===== src/rtl/mdrx_pkg.sv =====
package mdrx_pkg;

    typedef enum logic [2:0] {
        ST_IDLE,
        ST_START,
        ST_DATA,
        ST_FLAG,
        ST_STOP,
        ST_HOLD
    } rx_state_t;

    localparam logic [1:0] PM_MULTIDROP = 2'b11;

endpackage


===== src/rtl/mdrx_fsm.sv =====
module mdrx_fsm
    import mdrx_pkg::*;
#(
    parameter int DATA_W = 8,
    parameter int OVS    = 16
) (
    input  logic              clk,
    input  logic              rst_n,
    input  logic              rxd,
    input  logic              tick,
    input  logic              multidrop,
    input  logic [1:0]        char_len,
    output logic              frm_done,
    output logic [DATA_W-1:0] frm_data,
    output logic              frm_flag,
    output logic              frm_ferr,
    output logic              frm_brk
);
    localparam int CW      = $clog2(OVS);
    localparam int BIT_W   = $clog2(DATA_W);
    localparam int MIN_LEN = DATA_W - 3;
    localparam logic [CW-1:0]    HALF = CW'(OVS / 2 - 1);
    localparam logic [CW-1:0]    LAST = CW'(OVS - 1);
    localparam logic [BIT_W-1:0] TOPB = BIT_W'(DATA_W - 1);

    rx_state_t         state_q, state_d;
    logic [CW-1:0]     cnt_q, cnt_d;
    logic [BIT_W-1:0]  bit_q, bit_d;
    logic [DATA_W-1:0] shf_q, shf_d;
    logic              flag_q, flag_d;
    logic              sync1_q, rx_s;
    logic [BIT_W-1:0]  len_m1;
    logic              done_c;

    assign len_m1 = BIT_W'(MIN_LEN - 1) + BIT_W'(char_len);

    // two-flop line synchroniser, idle high
    always_ff @(posedge clk or negedge rst_n) begin
        if (!rst_n) begin
            sync1_q <= 1'b1;
            rx_s    <= 1'b1;
        end else begin
            sync1_q <= rxd;
            rx_s    <= sync1_q;
        end
    end

    // state register
    always_ff @(posedge clk or negedge rst_n) begin
        if (!rst_n) begin
            state_q <= ST_IDLE;
            cnt_q   <= '0;
            bit_q   <= '0;
            shf_q   <= '0;
            flag_q  <= 1'b0;
        end else begin
            state_q <= state_d;
            cnt_q   <= cnt_d;
            bit_q   <= bit_d;
            shf_q   <= shf_d;
            flag_q  <= flag_d;
        end
    end

    // next state
    always_comb begin
        state_d = state_q;
        cnt_d   = cnt_q;
        bit_d   = bit_q;
        shf_d   = shf_q;
        flag_d  = flag_q;
        done_c  = 1'b0;
        unique case (state_q)
            ST_IDLE: begin
                if (tick && !rx_s) begin
                    state_d = ST_START;
                    cnt_d   = '0;
                end
            end
            ST_START: begin
                if (tick) begin
                    if (cnt_q == HALF) begin
                        cnt_d = '0;
                        if (!rx_s) begin
                            state_d = ST_DATA;
                            bit_d   = '0;
                            shf_d   = '0;
                            flag_d  = 1'b0;
                        end else begin
                            state_d = ST_IDLE;
                        end
                    end else begin
                        cnt_d = cnt_q + 1'b1;
                    end
                end
            end
            ST_DATA: begin
                if (tick) begin
                    if (cnt_q == LAST) begin
                        cnt_d = '0;
                        shf_d = {rx_s, shf_q[DATA_W-1:1]};
                        if (bit_q == len_m1) begin
                            state_d = multidrop ? ST_FLAG : ST_STOP;
                        end else begin
                            bit_d = bit_q + 1'b1;
                        end
                    end else begin
                        cnt_d = cnt_q + 1'b1;
                    end
                end
            end
            ST_FLAG: begin
                if (tick) begin
                    if (cnt_q == LAST) begin
                        cnt_d   = '0;
                        flag_d  = rx_s;
                        state_d = ST_STOP;
                    end else begin
                        cnt_d = cnt_q + 1'b1;
                    end
                end
            end
            ST_STOP: begin
                if (tick) begin
                    if (cnt_q == LAST) begin
                        cnt_d   = '0;
                        done_c  = 1'b1;
                        state_d = rx_s ? ST_IDLE : ST_HOLD;
                    end else begin
                        cnt_d = cnt_q + 1'b1;
                    end
                end
            end
            ST_HOLD: begin
                if (tick && rx_s) begin
                    state_d = ST_IDLE;
                end
            end
            default: state_d = ST_IDLE;
        endcase
    end

    // outputs
    always_comb begin
        frm_done = done_c;
        frm_data = shf_q >> (TOPB - len_m1);
        frm_flag = flag_q;
        frm_ferr = done_c && !rx_s;
        frm_brk  = done_c && !rx_s && !flag_q && (shf_q == '0);
    end

    p_start_glitch_r7: assert property (@(posedge clk) disable iff (!rst_n)
        (state_q == ST_START && tick && cnt_q == HALF && rx_s) |=> (state_q == ST_IDLE));

    p_hold_after_bad_stop_r9: assert property (@(posedge clk) disable iff (!rst_n)
        (state_q == ST_STOP && tick && cnt_q == LAST && !rx_s) |=> (state_q == ST_HOLD));

    p_flag_only_md_r1: assert property (@(posedge clk) disable iff (!rst_n)
        (state_q == ST_FLAG) |-> multidrop);

endmodule


===== src/rtl/mdrx_accept.sv =====
module mdrx_accept (
    input  logic frm_done,
    input  logic multidrop,
    input  logic rx_en,
    input  logic frm_flag,
    input  logic fifo_full,
    output logic wr_req,
    output logic ovf_set
);
    logic keep;

    always_comb begin
        keep    = frm_done && (rx_en || (multidrop && frm_flag));
        wr_req  = keep && !fifo_full;
        ovf_set = keep && fifo_full;
    end

endmodule


===== src/rtl/mdrx_fifo.sv =====
module mdrx_fifo #(
    parameter int DEPTH = 8,
    parameter int W     = 11
) (
    input  logic                       clk,
    input  logic                       rst_n,
    input  logic                       wr,
    input  logic [W-1:0]               wdata,
    input  logic                       rd,
    output logic [W-1:0]               rdata,
    output logic [$clog2(DEPTH+1)-1:0] cnt,
    output logic                       full,
    output logic                       empty
);
    localparam int AW    = $clog2(DEPTH);
    localparam int CNT_W = $clog2(DEPTH + 1);

    logic [W-1:0]     mem [DEPTH];
    logic [AW-1:0]    wptr_q, rptr_q;
    logic [CNT_W-1:0] cnt_q;
    logic             do_rd;

    assign full  = (cnt_q == CNT_W'(DEPTH));
    assign empty = (cnt_q == '0);
    assign do_rd = rd && !empty;
    assign rdata = mem[rptr_q];
    assign cnt   = cnt_q;

    always_ff @(posedge clk) begin
        if (wr) begin
            mem[wptr_q] <= wdata;
        end
    end

    always_ff @(posedge clk or negedge rst_n) begin
        if (!rst_n) begin
            wptr_q <= '0;
            rptr_q <= '0;
            cnt_q  <= '0;
        end else begin
            if (wr) wptr_q <= wptr_q + 1'b1;
            if (do_rd) rptr_q <= rptr_q + 1'b1;
            unique case ({wr, do_rd})
                2'b10:   cnt_q <= cnt_q + 1'b1;
                2'b01:   cnt_q <= cnt_q - 1'b1;
                default: cnt_q <= cnt_q;
            endcase
        end
    end

    p_no_overflow_r8: assert property (@(posedge clk) disable iff (!rst_n)
        full |-> !wr);

    p_bound_r8: assert property (@(posedge clk) disable iff (!rst_n)
        cnt_q <= CNT_W'(DEPTH));

endmodule


===== src/rtl/mdrop_rx.sv =====
module mdrop_rx
    import mdrx_pkg::*;
#(
    parameter int DATA_W = 8,
    parameter int OVS    = 16,
    parameter int DEPTH  = 8
) (
    input  logic              clk,
    input  logic              rst_n,
    input  logic              rxd,
    input  logic              baud_tick,
    input  logic [1:0]        par_mode,
    input  logic [1:0]        char_len,
    input  logic              rx_en,
    input  logic              rd_pop,
    output logic              rx_ready,
    output logic [DATA_W-1:0] rd_data,
    output logic              rd_flag,
    output logic              rd_frame_err,
    output logic              rd_break,
    output logic              overrun
);
    localparam int ENT_W = DATA_W + 3;
    localparam int CNT_W = $clog2(DEPTH + 1);

    logic              multidrop;
    logic              frm_done, frm_flag, frm_ferr, frm_brk;
    logic [DATA_W-1:0] frm_data;
    logic              wr_req, ovf_set;
    logic [ENT_W-1:0]  head;
    logic [CNT_W-1:0]  fifo_cnt;
    logic              fifo_full, fifo_empty;

    assign multidrop = (par_mode == PM_MULTIDROP);

    mdrx_fsm #(.DATA_W(DATA_W), .OVS(OVS)) u_fsm (
        .clk       (clk),
        .rst_n     (rst_n),
        .rxd       (rxd),
        .tick      (baud_tick),
        .multidrop (multidrop),
        .char_len  (char_len),
        .frm_done  (frm_done),
        .frm_data  (frm_data),
        .frm_flag  (frm_flag),
        .frm_ferr  (frm_ferr),
        .frm_brk   (frm_brk)
    );

    mdrx_accept u_acc (
        .frm_done  (frm_done),
        .multidrop (multidrop),
        .rx_en     (rx_en),
        .frm_flag  (frm_flag),
        .fifo_full (fifo_full),
        .wr_req    (wr_req),
        .ovf_set   (ovf_set)
    );

    mdrx_fifo #(.DEPTH(DEPTH), .W(ENT_W)) u_fifo (
        .clk   (clk),
        .rst_n (rst_n),
        .wr    (wr_req),
        .wdata ({frm_ferr, frm_brk, frm_flag, frm_data}),
        .rd    (rd_pop),
        .rdata (head),
        .cnt   (fifo_cnt),
        .full  (fifo_full),
        .empty (fifo_empty)
    );

    always_ff @(posedge clk or negedge rst_n) begin
        if (!rst_n) begin
            overrun <= 1'b0;
        end else if (ovf_set) begin
            overrun <= 1'b1;
        end else if (rd_pop) begin
            overrun <= 1'b0;
        end
    end

    assign rx_ready     = !fifo_empty;
    assign rd_data      = head[DATA_W-1:0];
    assign rd_flag      = head[DATA_W];
    assign rd_break     = head[DATA_W+1];
    assign rd_frame_err = head[DATA_W+2];

    p_keep_addr_r2: assert property (@(posedge clk) disable iff (!rst_n)
        (frm_done && multidrop && !rx_en && frm_flag) |=> rx_ready);

    p_drop_data_r3: assert property (@(posedge clk) disable iff (!rst_n)
        (frm_done && multidrop && !rx_en && !frm_flag && !rd_pop)
        |=> (fifo_cnt == $past(fifo_cnt)));

    p_store_enabled_r4: assert property (@(posedge clk) disable iff (!rst_n)
        (frm_done && rx_en && !fifo_full && !rd_pop)
        |=> (fifo_cnt == CNT_W'($past(fifo_cnt) + 1'b1)));

    p_overrun_set_r8: assert property (@(posedge clk) disable iff (!rst_n)
        (frm_done && rx_en && fifo_full) |=> overrun);

endmodule


===== config.mk =====
export PLATFORM = sky130hd
export DESIGN_NAME = mdrop_rx
export DESIGN_NICKNAME = d
export VERILOG_FILES = /design/src/rtl/mdrx_pkg.sv /design/src/rtl/mdrx_fsm.sv /design/src/rtl/mdrx_accept.sv /design/src/rtl/mdrx_fifo.sv /design/src/rtl/mdrop_rx.sv
export SDC_FILE = /design/constraint.sdc
export NUM_CORES = 1
export LEC_CHECK = 0
export BUFFER_PORTS_ARGS = -buffer_cell sky130_fd_sc_hd__clkbuf_2
export CORE_ASPECT_RATIO = 2
export CORE_UTILIZATION = 45
export CTS_CLUSTER_SIZE = 40
export DETAILED_ROUTE_END_ITERATION = 8
export HOLD_SLACK_MARGIN = 0.02
export RECOVER_POWER = 100
export SYNTH_ARGS = -nofsm -noshare
export SYNTH_HDL_FRONTEND = slang
export SYNTH_SLANG_ARGS = --single-unit

===== constraint.sdc =====
create_clock -name clk -period 6.8 [get_ports clk]
set_clock_uncertainty 0.1 [all_clocks]
set_input_delay 1.02 -clock clk [delete_from_list [all_inputs] [get_ports clk]]
set_output_delay 1.02 -clock clk [all_outputs]
set_load 0.01 [all_outputs]

-- Yosys cells after proc, flatten, opt, wreduce, memory -nomap -nowiden
Memory sizes are Yosys's and may differ from the RTL's.
Index checks and enable logic that the tools add are counted.
- output and inout port bits: 13
- bits in writable memories: 88
- register bits: 32
- memories kept: 1
- mux-type cells: 48
- shift operators: 1
- $add $sub $neg: 8
- eq/ne operators: 26
- reductions and logical operators: 29
- memory list (name ; depth ; bits a word ; rd ports ; clocked after memory_dff ; write ports ; line ; text):
    u_fifo.mem ; 8 ; 11 ; 1 ; 0 ; 1 ; mdrx_fifo.sv:18 ; logic [W-1:0] mem [DEPTH];
- operators by type and width (cell ; count):
    two-way mux 3 bit ; 19
    two-way mux 8 bit ; 5
    two-way mux 4 bit ; 5
    case mux 3 bit (6 select lines) ; 1
    != test 2 x 1 -> 1 bit, second input constant ; 8
    case mux 8 bit (2 select lines) ; 1
    two-way mux 1 bit ; 12
    != test 2 bit, second input constant ; 6
    case mux 4 bit (3 select lines) ; 1
    AND reduction 6 bit ; 2
    AND reduction 11 bit ; 1
    logical AND 1 bit ; 10
    adder 3 x 1 -> 3 bit, second input constant ; 3
    adder 4 x 1 -> 4 bit, second input constant ; 2
    equality test 4 bit, second input constant ; 2
    zero test 8 bit ; 1
    case mux 4 bit (2 select lines) ; 1
    nonzero test 2 bit ; 4
    >> shifter 8 x 3 -> 8 bit ; 1
    AND reduction 7 bit ; 1
    equality test 3 x 2 -> 1 bit, second input constant ; 2
    equality test 3 bit, second input constant ; 2
    case mux 3 bit (2 select lines) ; 1
    equality test 2 bit, second input constant ; 2
    16 further kinds ; 19

-- Longest topological paths before layout
Gate-level depths: netlist (run 1).
- depth after elaboration: 8
- depth in mapped cells: 13
- depth with buffers taken out: 12

-- By module
Synthesis (run 1) repeated with hierarchy kept, for this count alone.
- cell total of the unflattened synthesis: 354
- area, all modules: 5504.0 um^2
- modules (own cells, without submodules) (module ; cells each ; area each (um^2) ; instances ; sequential area each (um^2)):
    mdrx_fifo ; 194 ; 4036.4 ; 1 ; 2892.8
    mdrx_fsm ; 151 ; 1392.6 ; 1 ; 528.0
    mdrop_rx ; 5 ; 46.3 ; 1 ; 25.0
    mdrx_accept ; 4 ; 28.8 ; 1 ; 0.0

-- Worst setup path after synthesis (run 1)
Ideal clock, no wire load.
- path type: input -> register
- start: in baud_tick
- end: reg u_fifo.cnt_q[3] (netlist: u_fifo.cnt[3])
- buffers on the path: 0
- data arrival time: 3.128 ns
- required time: 6.573 ns
- stages on the path: 11
- setup time: 0.127 ns
- path slack: 3.446 ns
- cell sequence: nand4_1 > or4_4 > a21oi_4 > inv_1 > ha_1 > ha_1 > a21o_1 > a21oi_1 > xnor2_1 > nor2_1 > xor2_1
- word-level cells in the longest chain between the ends: 6
- RTL lines (what ; line ; text):
    start: declaration ; mdrop_rx.sv:11 ; input logic baud_tick,
    two-way mux 1 bit * ; mdrx_fsm.sv:124 ; if (tick) begin
    two-way mux 1 bit * ; mdrx_fsm.sv:73 ; unique case (state_q)
    logical AND 1 bit * ; mdrx_accept.sv:13 ; keep = frm_done && (rx_en || (multidrop && frm_flag));
    logical AND 1 bit * ; mdrx_accept.sv:14 ; wr_req = keep && !fifo_full;
    equality test 2 x 1 -> 1 bit or equality test 2 bit (tied branches) ; mdrx_fifo.sv:43 ; unique case ({wr, do_rd})
    case mux 4 bit (2 select lines) or nonzero test 2 bit (tied branches) ; n/a ;
    end signal: assignment ; mdrx_fifo.sv:44 ; 2'b10: cnt_q <= cnt_q + 1'b1;
    end signal: assignment ; mdrx_fifo.sv:45 ; 2'b01: cnt_q <= cnt_q - 1'b1;
    end signal: assignment ; mdrx_fifo.sv:46 ; default: cnt_q <= cnt_q;
    end: declaration ; mdrx_fifo.sv:20 ; logic [CNT_W-1:0] cnt_q;
Every way passes the cells marked *; elsewhere a longest branch is shown, timed or not.
A chain may end at the register's enable or synchronous reset.

-- Final worst setup path (run 1)
- start: reg u_fsm.state_q[1]
- end: mem u_fifo.mem[1][8], enable pin
- word-level cells in the longest chain between the ends: 6
- RTL lines (what ; line ; text):
    start: declaration ; mdrx_fsm.sv:26 ; rx_state_t state_q, state_d;
    start signal: assignment ; mdrx_fsm.sv:57 ; state_q <= state_d;
    equality test 3 bit ; mdrx_fsm.sv:73 ;
    two-way mux 1 bit ; mdrx_fsm.sv:73 ;
    logical AND 1 bit ; mdrx_accept.sv:13 ;
    logical AND 1 bit ; mdrx_accept.sv:14 ;
    two-way mux 1 bit ; mdrx_fifo.sv:30 ; if (wr) begin
    two-way mux 1 bit (implied by the code) ; mdrx_fifo.sv:31 ; mem[wptr_q] <= wdata;
    end: declaration ; mdrx_fifo.sv:18 ;
No other way between the ends.

==> results.md, run 1 <==
- Worst EP required: 6.69 ns
- Status: finished, violations left
- Worst-path clk slew: 0.05 ns
- Clock Sink Count: 120
- Layout Nets: 393
- Sw Share: 26.5%
- Largest net degree at the start of global routing: 33
- Number of max-cap violations: 3
- Max FO, Critical Path: 18
- Vias per cell: 5.59
- Critical path cell sequence: or2_0 > or4_1 > a21oi_1 > nand2_1 > nor3_1
- Die ar.: 0.0123 mm2
- Crit path launch type: register
- Hold-fix buffers, CTS: 0
- Vias: 2962
- Slew margin rel.: -18.4%
- Antenna fix cells: 0
- Crit end category: register
- Post-CTS setup buffers: 0
- NetSw: 591 uW
- Grt total ovfl: 0
- Leakage: 2.23 nW
- Slowest stage delay, CP: 1.28 ns
- Synth Instances: 352
- Wire length per cell: 18.2 um
- Root buf cell: clkbuf_16
- Area grow syn2layout: 14.2%
- Yosys warns: 0
- Worst-skew pair later-pin latency: 0.40 ns
- Yosys cell types: 54
- Length in cells of the worst reg-to-reg path: 5
- Slowest library cell on the worst path: nor3_1
- Initial Utilization: 46.6%
- Crit. Startpoint: u_fsm.state_q[1]
- PortBufs: 22
- # IOs: 23
- Worst slack, placed: 3.11 ns
- Final worst slack: 2.66 ns
- Multiplexer share of the synthesized area: 14.6%
- GP Congestion: 0.773
- Die width: 78.9 um
- DR pass1 iterations: 4
- PwrDens: 367 mW/mm2
- Hold/Removal Path Class: register to register
- Compound-Gate Fraction of Synth Area: 6.09%
- FP Rows: 55
- P_int: 1.64 mW
- Slew @ Worst Pin: 1.78 ns
- Final worst path period share: 60.8%
- Num CTS Buffers: 17
- Vias in the first global route: 3148
- DRC: 0
- Tmin final: 4.14 ns
- Max H-tree Level: 4
- Initial antenna violation count: 0
- CTS tree: done
- Gr usage total: 17.9%
- Post-synthesis sequential area ratio: 64.8%
- Seq pwr share: 41.0%
- Max Buffers Root-to-Sink: 2
- Syn avg cell area: 15.1 um2
- Setup TNS after final layout: 0 ns
- XOR/XNOR share of the synthesized area: 1.81%
- Post-Syn Area: 0.00532 mm2
- Share of layout cells above drive strength 1: 19.1%
- Critical path type: register to register
- Crit path DAT: 4.03 ns
- Synth Area in Simple Gates: 8.23%
- Worst r2r src: u_fsm.state_q[1]
- CTS resizes: 0
- Post-route ant nets: 0
- Placeable core area: 0.0114 mm2
- Max Fclk: 0.242 GHz
- HPWL after DPL: 6.89 mm
- Failing checks: capacitance limit, slew limit
- Commonest non-fill, non-tap cell in the layout: edfxtp_1
- Post-synth EDFFs: 88
- Routed Wire Length: 9.62 mm
- Worst vdd ir: 196 uV
- Min-delay src: u_fsm.sync1_q
- Hold path depth: 0
- Setup violations, final: 0
- Total nets after synthesis: 370
- Slew Viols, Final: 57
- Initial DRC count: 113
- Fin. Hold Viols: 0
- Most used flip-flop cell after synthesis: edfxtp_1
- Largest family of logic cells by synthesized area: multiplexers
- Clock power frac: 40.5%
- Synthesis-stage register bit count: 120
- Die H: 156 um
- Final core utilization: 53.2%
- Ys async rst share: 26.7%
- Most frequent cells in the layout: edfxtp_1 (88), nand2_1 (30), dfrtp_1 (30)
- Global-route wire length before repair: 15.8 mm
- Adder-cell share of the synthesized area: 2.02%
- Unrepaired setup endpoints after global routing: no
- Combinational Power Share: 18.4%
==> final timing paths <==
| path | end | slack [ns] |
|---|---|---|
| max | u_fifo.mem[1][8] | 2.66 |
| min | u_fsm.rx_s | 0.25 |
| max reg2reg | u_fifo.mem[1][8] | 2.66 |
| min reg2reg | u_fsm.rx_s | 0.25 |
| max in group asynchronous | u_fsm.shf_q[6] | 4.58 |
| min in group asynchronous | u_fsm.cnt_q[0] | 0.98 |
==> layer usage <==
layer,routed length (um),vias up,GRT usage [%]
met4,272,0,8.74
met5,0,-,0
met3,235,18,5.96
met2,5620,58,32.5
li1,-,1395,-
met1,3490,1491,17.7
==> worst max-delay path, delay by kind of cell, from the launching register on <==
family / cells / cell delay [ns]
compound gates: 1 / 0.54
simple gates: 4 / 2.49
flops: 1 / 0.58
==> cells by family after synthesis <==
group,after synthesis
AOI/OAI and AO/OA,50
xor gates and xnor gates,11
adders and majority gates,8
buffers and inverters,29
DFF,120
muxes,48
and+or+nand+nor,86
==> sequential cells by signal (all words and copies together), names as in the netlist <==
name and count:
u_fsm.frm_flag 1, u_fifo.rptr_q 3, u_fsm.rx_s 1, u_fifo.wptr_q 3, u_fsm.shf_q 8, u_fsm.cnt_q 4
u_fifo.cnt 4, u_fifo.mem 88, u_fsm.sync1_q 1, overrun 1, u_fsm.bit_q 3, u_fsm.state_q 3
==> cell usage after synthesis (2+ instances only) <==
cell	count	area, um2
a211o_1	2	17.5
a21o_1	3	22.5
a21oi_1	10	50.1
a221oi_1	2	17.5
a31oi_1	2	12.5
and3_1	2	12.5
buf_2	6	30.0
buf_6	2	22.5
clkbuf_1	11	41.3
dfrtp_1	30	751
dfstp_2	2	52.6
edfxtp_1	88	2640
ha_1	7	87.6
inv_1	10	37.5
mux2_2	14	158
mux2i_1	11	110
mux4_2	22	495
nand2_1	29	109
nand2_2	2	12.5
nand2b_1	4	25.0
nand3_1	3	15.0
nand3b_1	2	15.0
nor2_1	19	71.3
nor3_1	8	40.0
nor3_2	2	20.0
o2111ai_1	2	17.5
o21ai_0	18	90.1
or3_1	3	18.8
or4_1	2	15.0
xnor2_1	5	43.8
xor2_1	6	52.6
==> final cells by class <==
cell class	instances	area [um2]
multi-input combinational	203	1710
sequential	120	3450
tap	142	178
fill	998	5340
inverter	10	37.5
timing repair buffer	23	97.6
clock buffer	17	425
clock inverter	15	184
==> power by group through the flow <==
stage	clock [mW]	combinational [mW]	sequential (mW)
detailed placement	0	0.430	0.935
finish	0.905	0.411	0.917
global route	0.952	0.462	0.929
floorplan	0	0.406	0.858
global placement	0	0.422	0.933
CTS	0.917	0.433	0.922
==> stage by stage <==
step           instances  cell area (um2)  power [mW]  hold slack [ns]
5_1_grt              530             6080        2.34            0.262
4_1_cts              530             6130        2.27            0.257
2_1_floorplan        352             5320        1.26            0.245
3_3_place_gp         498             5520        1.35            0.247
3_5_place_dp         498             5520        1.36            0.249
6_report             530             6080        2.23            0.254
(Power assumes the default switching activity.)
==> run 2: changes to the inputs <==
==> constraint.sdc (replaced) <==
create_clock -name clk -period 4.2 [get_ports clk]
set_clock_uncertainty 0.1 [all_clocks]
set_input_delay 0.63 -clock clk [delete_from_list [all_inputs] [get_ports clk]]
set_output_delay 0.63 -clock clk [all_outputs]
set_load 0.01 [all_outputs]
==> run 2 against run 1 <==
The run still ends with capacitance limit, slew limit left. Critical endpoint is now u_fifo.mem[7][8]. Worst hold slack lost 0.054 ns. Core utilization grew 0.76 points. Largest power group is now the clock network. Highest routed layer unchanged. Cell count grew 1.9%. Fmax grew 18%. Clock power grew 75%.
==> results.md, run 2 (synthesis results as in run 1) <==
- Worst slack, placed: 0.821 ns (-2.29 ns)
- CTS tree: done
- Min-delay src: rxd
- Crit path launch type: register
- Worst-skew pair later-pin latency: 0.41 ns (about the same)
- DRC: 0 (unchanged)
- Max Buffers Root-to-Sink: 2 (unchanged)
- Die width: 78.9 um (unchanged)
- Vias in the first global route: 3185 (+1.2%)
- Fin. Hold Viols: 0 (unchanged)
- Worst r2r src: u_fsm.state_q[1]
- Worst EP required: 4.14 ns (-2.55 ns)
- Reg2reg setup slack: 0.71 ns (-1.96 ns)
- Area grow syn2layout: 15.9%
- M1 WL: 3.85 mm (+10%)
- Routed Wire Length: 10.4 mm (+8.0%)
- Seq pwr share: 38.7% (-2.3 points)
- Tmin final: 3.49 ns (-0.645 ns)
- Vias: 3044 (+2.8%)
- Worst vdd ir: 305 uV (+56%)
- Share of layout cells above drive strength 1: 19.8% (+0.78 points)
- Clock power frac: 42.2% (+1.7 points)
- Slew margin rel.: -18.5% (-0.076 points)
- Combinational Power Share: 19.1% (+0.7 points)
- Crit. Startpoint: u_fsm.state_q[1]
- Hold/Removal Path Class: primary input to register
- Unrepaired setup endpoints after global routing: no
- PortBufs: 22 (unchanged)
- Largest net degree at the start of global routing: 33 (unchanged)
- Max FFs per register: 88 (unchanged)
- Worst Setup EP: u_fifo.mem[7][8]
- Slew @ Worst Pin: 1.78 ns (+0.00114 ns)
- Post-route ant nets: 0 (unchanged)
- Grt total ovfl: 0 (unchanged)
- Clock Sink Count: 120 (unchanged)
- NetSw: 1.01 mW (+70%)
- Top reg by flops: u_fifo.mem
- P_int: 2.74 mW (+67%)
- Wire length per cell: 19.2 um (+6.0%)
- Slew Viols, Final: 33 (-42%)
- Metal3 WL: 276 um (+17%)
- Final worst path period share: 83.2% (+22 points)
- Hold-fix buffers, CTS: 0 (unchanged)
- Max layer used: met4
- Initial Utilization: 46.6% (unchanged)
- Critical path type: register to register
- Most frequent cells in the layout: edfxtp_1 (88), nand2_1 (31), dfrtp_1 (30)
- Worst-path clk slew: 0.06 ns (about the same)
- Fin Hold WS: 0.201 ns (-0.0535 ns)
- Crit path DAT: 3.43 ns (-0.60 ns)
- Gr usage total: 19.2% (+1.3 points)
- Biggest regs: u_fifo.mem (88), u_fsm.shf_q (8)
- Tot Pwr: 3.74 mW (+68%)
- Sw Share: 26.9% (+0.42 points)
- FP Rows: 55 (unchanged)
- Setup TNS after final layout: 0 ns (unchanged)
- Num CTS Buffers: 17 (unchanged)
- Setup violations, final: 0 (unchanged)
- Placeable core area: 0.0114 mm2 (unchanged)
- PwrDens: 607 mW/mm2 (+65%)
- Max FO, Critical Path: 18 (unchanged)
- Die ar.: 0.0123 mm2 (unchanged)
- Failing checks: capacitance limit, slew limit
- Number of max-cap violations: 1 (-2)
- Status: finished, violations left
- Max H-tree Level: 4 (unchanged)
- # IOs: 23 (unchanged)
- Antenna fix cells: 0 (unchanged)
- Initial DRC count: 170 (+50%)
- Post-CTS setup buffers: 0 (unchanged)
- Commonest non-fill, non-tap cell in the layout: edfxtp_1
- GP Congestion: 0.780 (+0.91%)
- Leakage: 2.28 nW (+2.0%)
- CTS resizes: 0 (unchanged)
- Max Fclk: 0.286 GHz (+18%)
- Initial antenna violation count: 0 (unchanged)
- Die H: 156 um (unchanged)
- Length in cells of the worst reg-to-reg path: 7 (+2)
- HPWL after DPL: 7.04 mm (+2.2%)
- DR pass1 iterations: 5 (+1)
- Global-route wire length before repair: 16.7 mm (+5.7%)
- Hold path depth: 1 (+1)
- Final worst slack: 0.707 ns (-1.96 ns)
- Root buf cell: clkbuf_16
- Crit end category: register
- Worst r2r dst: u_fifo.mem[7][8]
- Met2 wire length: 5.99 mm (+6.6%)
- Layout Nets: 403 (+2.5%)
- Vias per cell: 5.64 (+0.87%)
-- run 2: changes by cell type in the layout (fill, tap and decap cells not counted), sizes merged --
cell      change
bufinv        +1
clkinv        -2
inv           +2
clkbuf       +10
clkinvlp      -1
-- run 2: power by group through the flow --
stage / Combinational (mW) / Clock (mW) / Sequential (mW)
6_report: 0.716 / 1.58 / 1.45
5_1_grt: 0.799 / 1.66 / 1.46
4_1_cts: 0.751 / 1.60 / 1.45
3_5_place_dp: 0.746 / 0 / 1.47
3_3_place_gp: 0.739 / 0 / 1.47
2_1_floorplan: 0.657 / 0 / 1.39
-- run 2: metal layers --
metal | vias up | GRT usage, %
met5 | - | 0
met4 | 0 | 10.3
met3 | 21 | 4.39
met2 | 68 | 35.2
met1 | 1540 | 19.6
li1 | 1415 | -
-- run 2: worst max-delay path: stages (launching register included) --
cell and delay, ns:
dfrtp_1 0.35, clkbuf_1 0.30, or2_0 0.42, or4_1 0.62, a21oi_4 0.23, nand2_1 0.15, nor2_1 0.41, clkbuf_1 0.53
-- run 2: per-stage QoR --
stage          std cells  instance area, um2  utilization, %
3_5_place_dp         508                5600            49.0
2_1_floorplan        352                5320               -
4_1_cts              540                6250            54.7
5_1_grt              540                6170            54.0
6_report             540                6170            54.0
3_3_place_gp         508                5600            49.0
-- run 2: worst min-delay path by stage --
stage / slack, ns / end
after floorplan: 0.23 / overrun
after global placement: 0.25 / u_fsm.rx_s
after detailed placement: 0.25 / u_fsm.rx_s
after CTS: 0.18 / u_fsm.sync1_q
after global routing: 0.19 / u_fsm.sync1_q
final: 0.20 / u_fsm.sync1_q
-- run 2: cell type report --
type / instances / area, um2
timing repair buffer: 33 / 138
tap: 142 / 178
inverter: 10 / 37.5
fill: 984 / 5260
multi-input combinational: 203 / 1720
sequential: 120 / 3450
clock buffer: 17 / 425
clock inverter: 15 / 225
==> run 3: changes to the inputs <==
--- a/config.mk
+++ b/config.mk
@@ -5,6 +5,7 @@
 export SDC_FILE = /design/constraint.sdc
 export NUM_CORES = 1
 export LEC_CHECK = 0
+export ABC_AREA = 1
 export BUFFER_PORTS_ARGS = -buffer_cell sky130_fd_sc_hd__clkbuf_2
 export CORE_ASPECT_RATIO = 2
 export CORE_UTILIZATION = 45
==> constraint.sdc (replaced) <==
create_clock -name clk -period 3 [get_ports clk]
set_clock_uncertainty 0.1 [all_clocks]
set_input_delay 0.45 -clock clk [delete_from_list [all_inputs] [get_ports clk]]
set_output_delay 0.45 -clock clk [all_outputs]
set_load 0.01 [all_outputs]
==> run 3 against run 2 <==
The run still ends with capacitance limit, slew limit left. Global-route usage increased by 1.9 points. Sequential cell count unchanged. Fmax increased by 28%. Cell count increased by 35%. Largest cell class unchanged.
==> results.md, run 3 <==
- Status: finished, violations left
- Failing checks: capacitance limit, slew limit
- Wire length per cell: 16.4 um (-15%)
- Num CTS Buffers: 17 (unchanged)
- Most frequent cells in the layout: nand2_1 (129), edfxtp_1 (88), o21ai_0 (71)
- Syn avg cell area: 10.3 um2 (-32%)
- Unrepaired setup endpoints after global routing: no
- Crit end category: register
- Worst-path clk slew: 0.05 ns (about the same)
- Top reg by flops: u_fifo.mem
- Max Fclk: 0.368 GHz (+28%)
- Most used flip-flop cell after synthesis: edfxtp_1
- Fin. Hold Viols: 0 (unchanged)
- Gr usage total: 21.0% (+1.9 points)
- Hold/Removal Path Class: primary input to register
- Synth Instances: 533 (+51%)
- Crit path DAT: 2.65 ns (-0.78 ns)
- Vias: 3881 (+27%)
- Synth Area in Simple Gates: 18.0% (+9.8 points)
- Worst vdd ir: 649 uV (+110%)
- Max FO, Critical Path: 11 (-7)
- PwrDens: 935 mW/mm2 (+54%)
- Post-synth top area cell: edfxtp_1
- Post-synthesis sequential area ratio: 62.5% (-2.2 points)
- Max FFs per register: 88 (unchanged)
- Slew Viols, Final: 33 (unchanged)
- PortBufs: 22 (unchanged)
- Compound-Gate Fraction of Synth Area: 8.99% (+2.9 points)
- Routed Wire Length: 12.0 mm (+15%)
- Post-Syn Area: 0.00551 mm2 (+3.6%)
- Largest net degree at the start of global routing: 46 (+39%)
- Post-CTS setup buffers: 0 (unchanged)
- Antenna fix cells: 0 (unchanged)
- Commonest non-fill, non-tap cell in the layout: nand2_1
- Slew @ Worst Pin: 1.81 ns (+0.0378 ns)
- Vias per cell: 5.34 (-5.3%)
- CTS tree: done
- Yosys warns: 0 (unchanged)
- DR pass1 iterations: 7 (+2)
- Most common cell in the netlist: nand2_1
- Number of max-cap violations: 1 (unchanged)
- # IOs: 23 (unchanged)
- Die H: 159 um (+1.7%)
- Leakage: 2.55 nW (+12%)
- Slowest library cell on the worst path: clkbuf_1
- Top-area cell type share of the netlist area: 47.9% (-1.7 points)
- Max Buffers Root-to-Sink: 2 (unchanged)
- Total nets after synthesis: 551 (+49%)
- Root buf cell: clkbuf_16
- Design area: 0.00631 mm2 (+2.3%)
- Fin cells: 727 (+35%)
- Initial antenna violation count: 0 (unchanged)
- Multiplexer share of the synthesized area: 2.91% (-12 points)
- DRC: 0 (unchanged)
- Largest family of logic cells by synthesized area: simple AND/OR/NAND/NOR gates
- Share of layout cells above drive strength 1: 10.3% (-9.5 points)
- Cells taking the most area after synthesis: edfxtp_1 (48%), dfrtp_1 (14%), nand2_1 (8.5%)
- Fillers: 1025 (+4.2%)
- Worst EP required: 2.93 ns (-1.21 ns)
- Placed inst area: 0.00585 mm2 (+4.5%)
- Setup TNS after final layout: 0 ns (unchanged)
- Die width: 80.3 um (+1.7%)
- Slowest stage delay, CP: 0.72 ns (+0.10 ns)
- Initial Utilization: 46.5% (about the same)
- Area grow syn2layout: 14.4%
- Post-synth EDFFs: 88 (unchanged)
- Final worst path period share: 90.7% (+7.5 points)
- Vias in the first global route: 3854 (+21%)
- Initial DRC count: 212 (+25%)
- Critical path type: register to register
- Ys async rst share: 26.7% (unchanged)
- Global-route wire length before repair: 19.3 mm (+15%)
- GP Congestion: 0.899 (+15%)
- Worst-skew pair later-pin latency: 0.40 ns (about the same)
- Post-placement cell count: 694 (+37%)
- Slew margin rel.: -21.0% (-2.5 points)
- Placeable core area: 0.0118 mm2 (+3.7%)
- Die ar.: 0.0127 mm2 (+3.5%)
- Biggest regs: u_fifo.mem (88), u_fsm.shf_q (8)
- Yosys cell types: 33 (-39%)
- Commonest cells post-synth: nand2_1 (125), edfxtp_1 (88), nor2_1 (64)
- Synthesis-stage register bit count: 120 (unchanged)
- Max H-tree Level: 4 (unchanged)
- Tmin final: 2.72 ns (-0.773 ns)
- Layout Nets: 587 (+46%)
- XOR/XNOR share of the synthesized area: 1.27% (-0.54 points)
- Adder-cell share of the synthesized area: 1.95% (-0.070 points)
- Grt total ovfl: 0 (unchanged)
- Setup violations, final: 0 (unchanged)
- Crit path launch type: register
- FP Rows: 56 (+1.8%)
- Post-route ant nets: 0 (unchanged)
- Critical path cell sequence: ha_1 > nand2_1 > clkinv_1 > nand3_2 > nor2_2 > nand4_1 > nor3_1 > clkbuf_1
- HPWL after DPL: 8.02 mm (+14%)
- Clock Sink Count: 120 (unchanged)
## run 3: cell count changes after synthesis, sizes merged, moves of 13 or more
cell	before	now
nand2	31	133
o21ai	18	74
nor2	19	68
inv	10	34
mux4	22	0
mux2	15	0
nand3	3	16
## run 3: final cells by class
class | instances | area, um2 | area share, %
timing repair buffer | 38 | 189 | 3.00
clock inverter | 14 | 133 | 2.10
tap | 145 | 181 | 2.88
clock buffer | 18 | 429 | 6.80
multi-input combinational | 357 | 1800 | 28.5
sequential | 120 | 3450 | 54.6
inverter | 35 | 131 | 2.08
## run 3: through the flow
step           util (%)  hold WS, ns  power, mW  worst slack (ns)
6_report           53.3        0.152       5.90             0.280
5_1_grt            53.3        0.149       6.30            0.0951
4_1_cts            54.2       0.0767       6.04             0.318
3_5_place_dp       49.4        0.249       4.11             0.324
3_3_place_gp       49.4        0.246       4.06             0.432
2_1_floorplan         -       0.0544       3.55             0.554
## run 3: logic make-up after synthesis
logic type / after synthesis
flops: 120
compound gates: 89
simple gates: 236
fa+ha+maj: 8
mux: 16
buf+inv: 56
xor+xnor: 8
## run 3: routing by layer
metal	GRT usage, %	vias up	wire length (um)
li1	-	1898	-
met1	21.6	1875	4560
met2	38.8	80	6640
met3	4.07	28	280
met4	12.1	0	470
met5	0	-	0
## run 3: critical path, delay by kind of cell, from the launching register on
kind                     cells  cell delay [ns]
buffers and inverters        2             0.80
adder cells (fa/ha/maj)      1             0.18
flip-flops                   1             0.38
AND/OR/NAND/NOR              5             0.89
## run 3: timing repair
| item | in CTS | in global routing |
|---|---|---|
| endpoints found under the hold margin | 1 | 0 |
| resized for setup | 0 | 0 |
| hold buffers | 1 | 0 |
## run 3: worst paths after layout
| check | cells after the start | startpoint | slack, ns | to |
|---|---|---|---|---|
| hold reg to reg | 0 | u_fsm.sync1_q | 0.25 | u_fsm.rx_s |
| max in group asynchronous | 1 | rst_n | 1.31 | u_fsm.cnt_q[2] |
| setup / recovery | 8 | u_fsm.cnt_q[0] | 0.28 | u_fifo.mem[3][6] |
| min in group asynchronous | 1 | rst_n | 0.42 | u_fsm.bit_q[1] |
| setup reg to reg | 8 | u_fsm.cnt_q[0] | 0.28 | u_fifo.mem[3][6] |
| hold / removal | 2 | rd_pop | 0.15 | overrun |
## run 3: where the power goes
group | internal [mW] | switching [mW]
Sequential | 1.91 | 0.126
Clock | 1.21 | 0.707
Combinational | 0.630 | 1.31
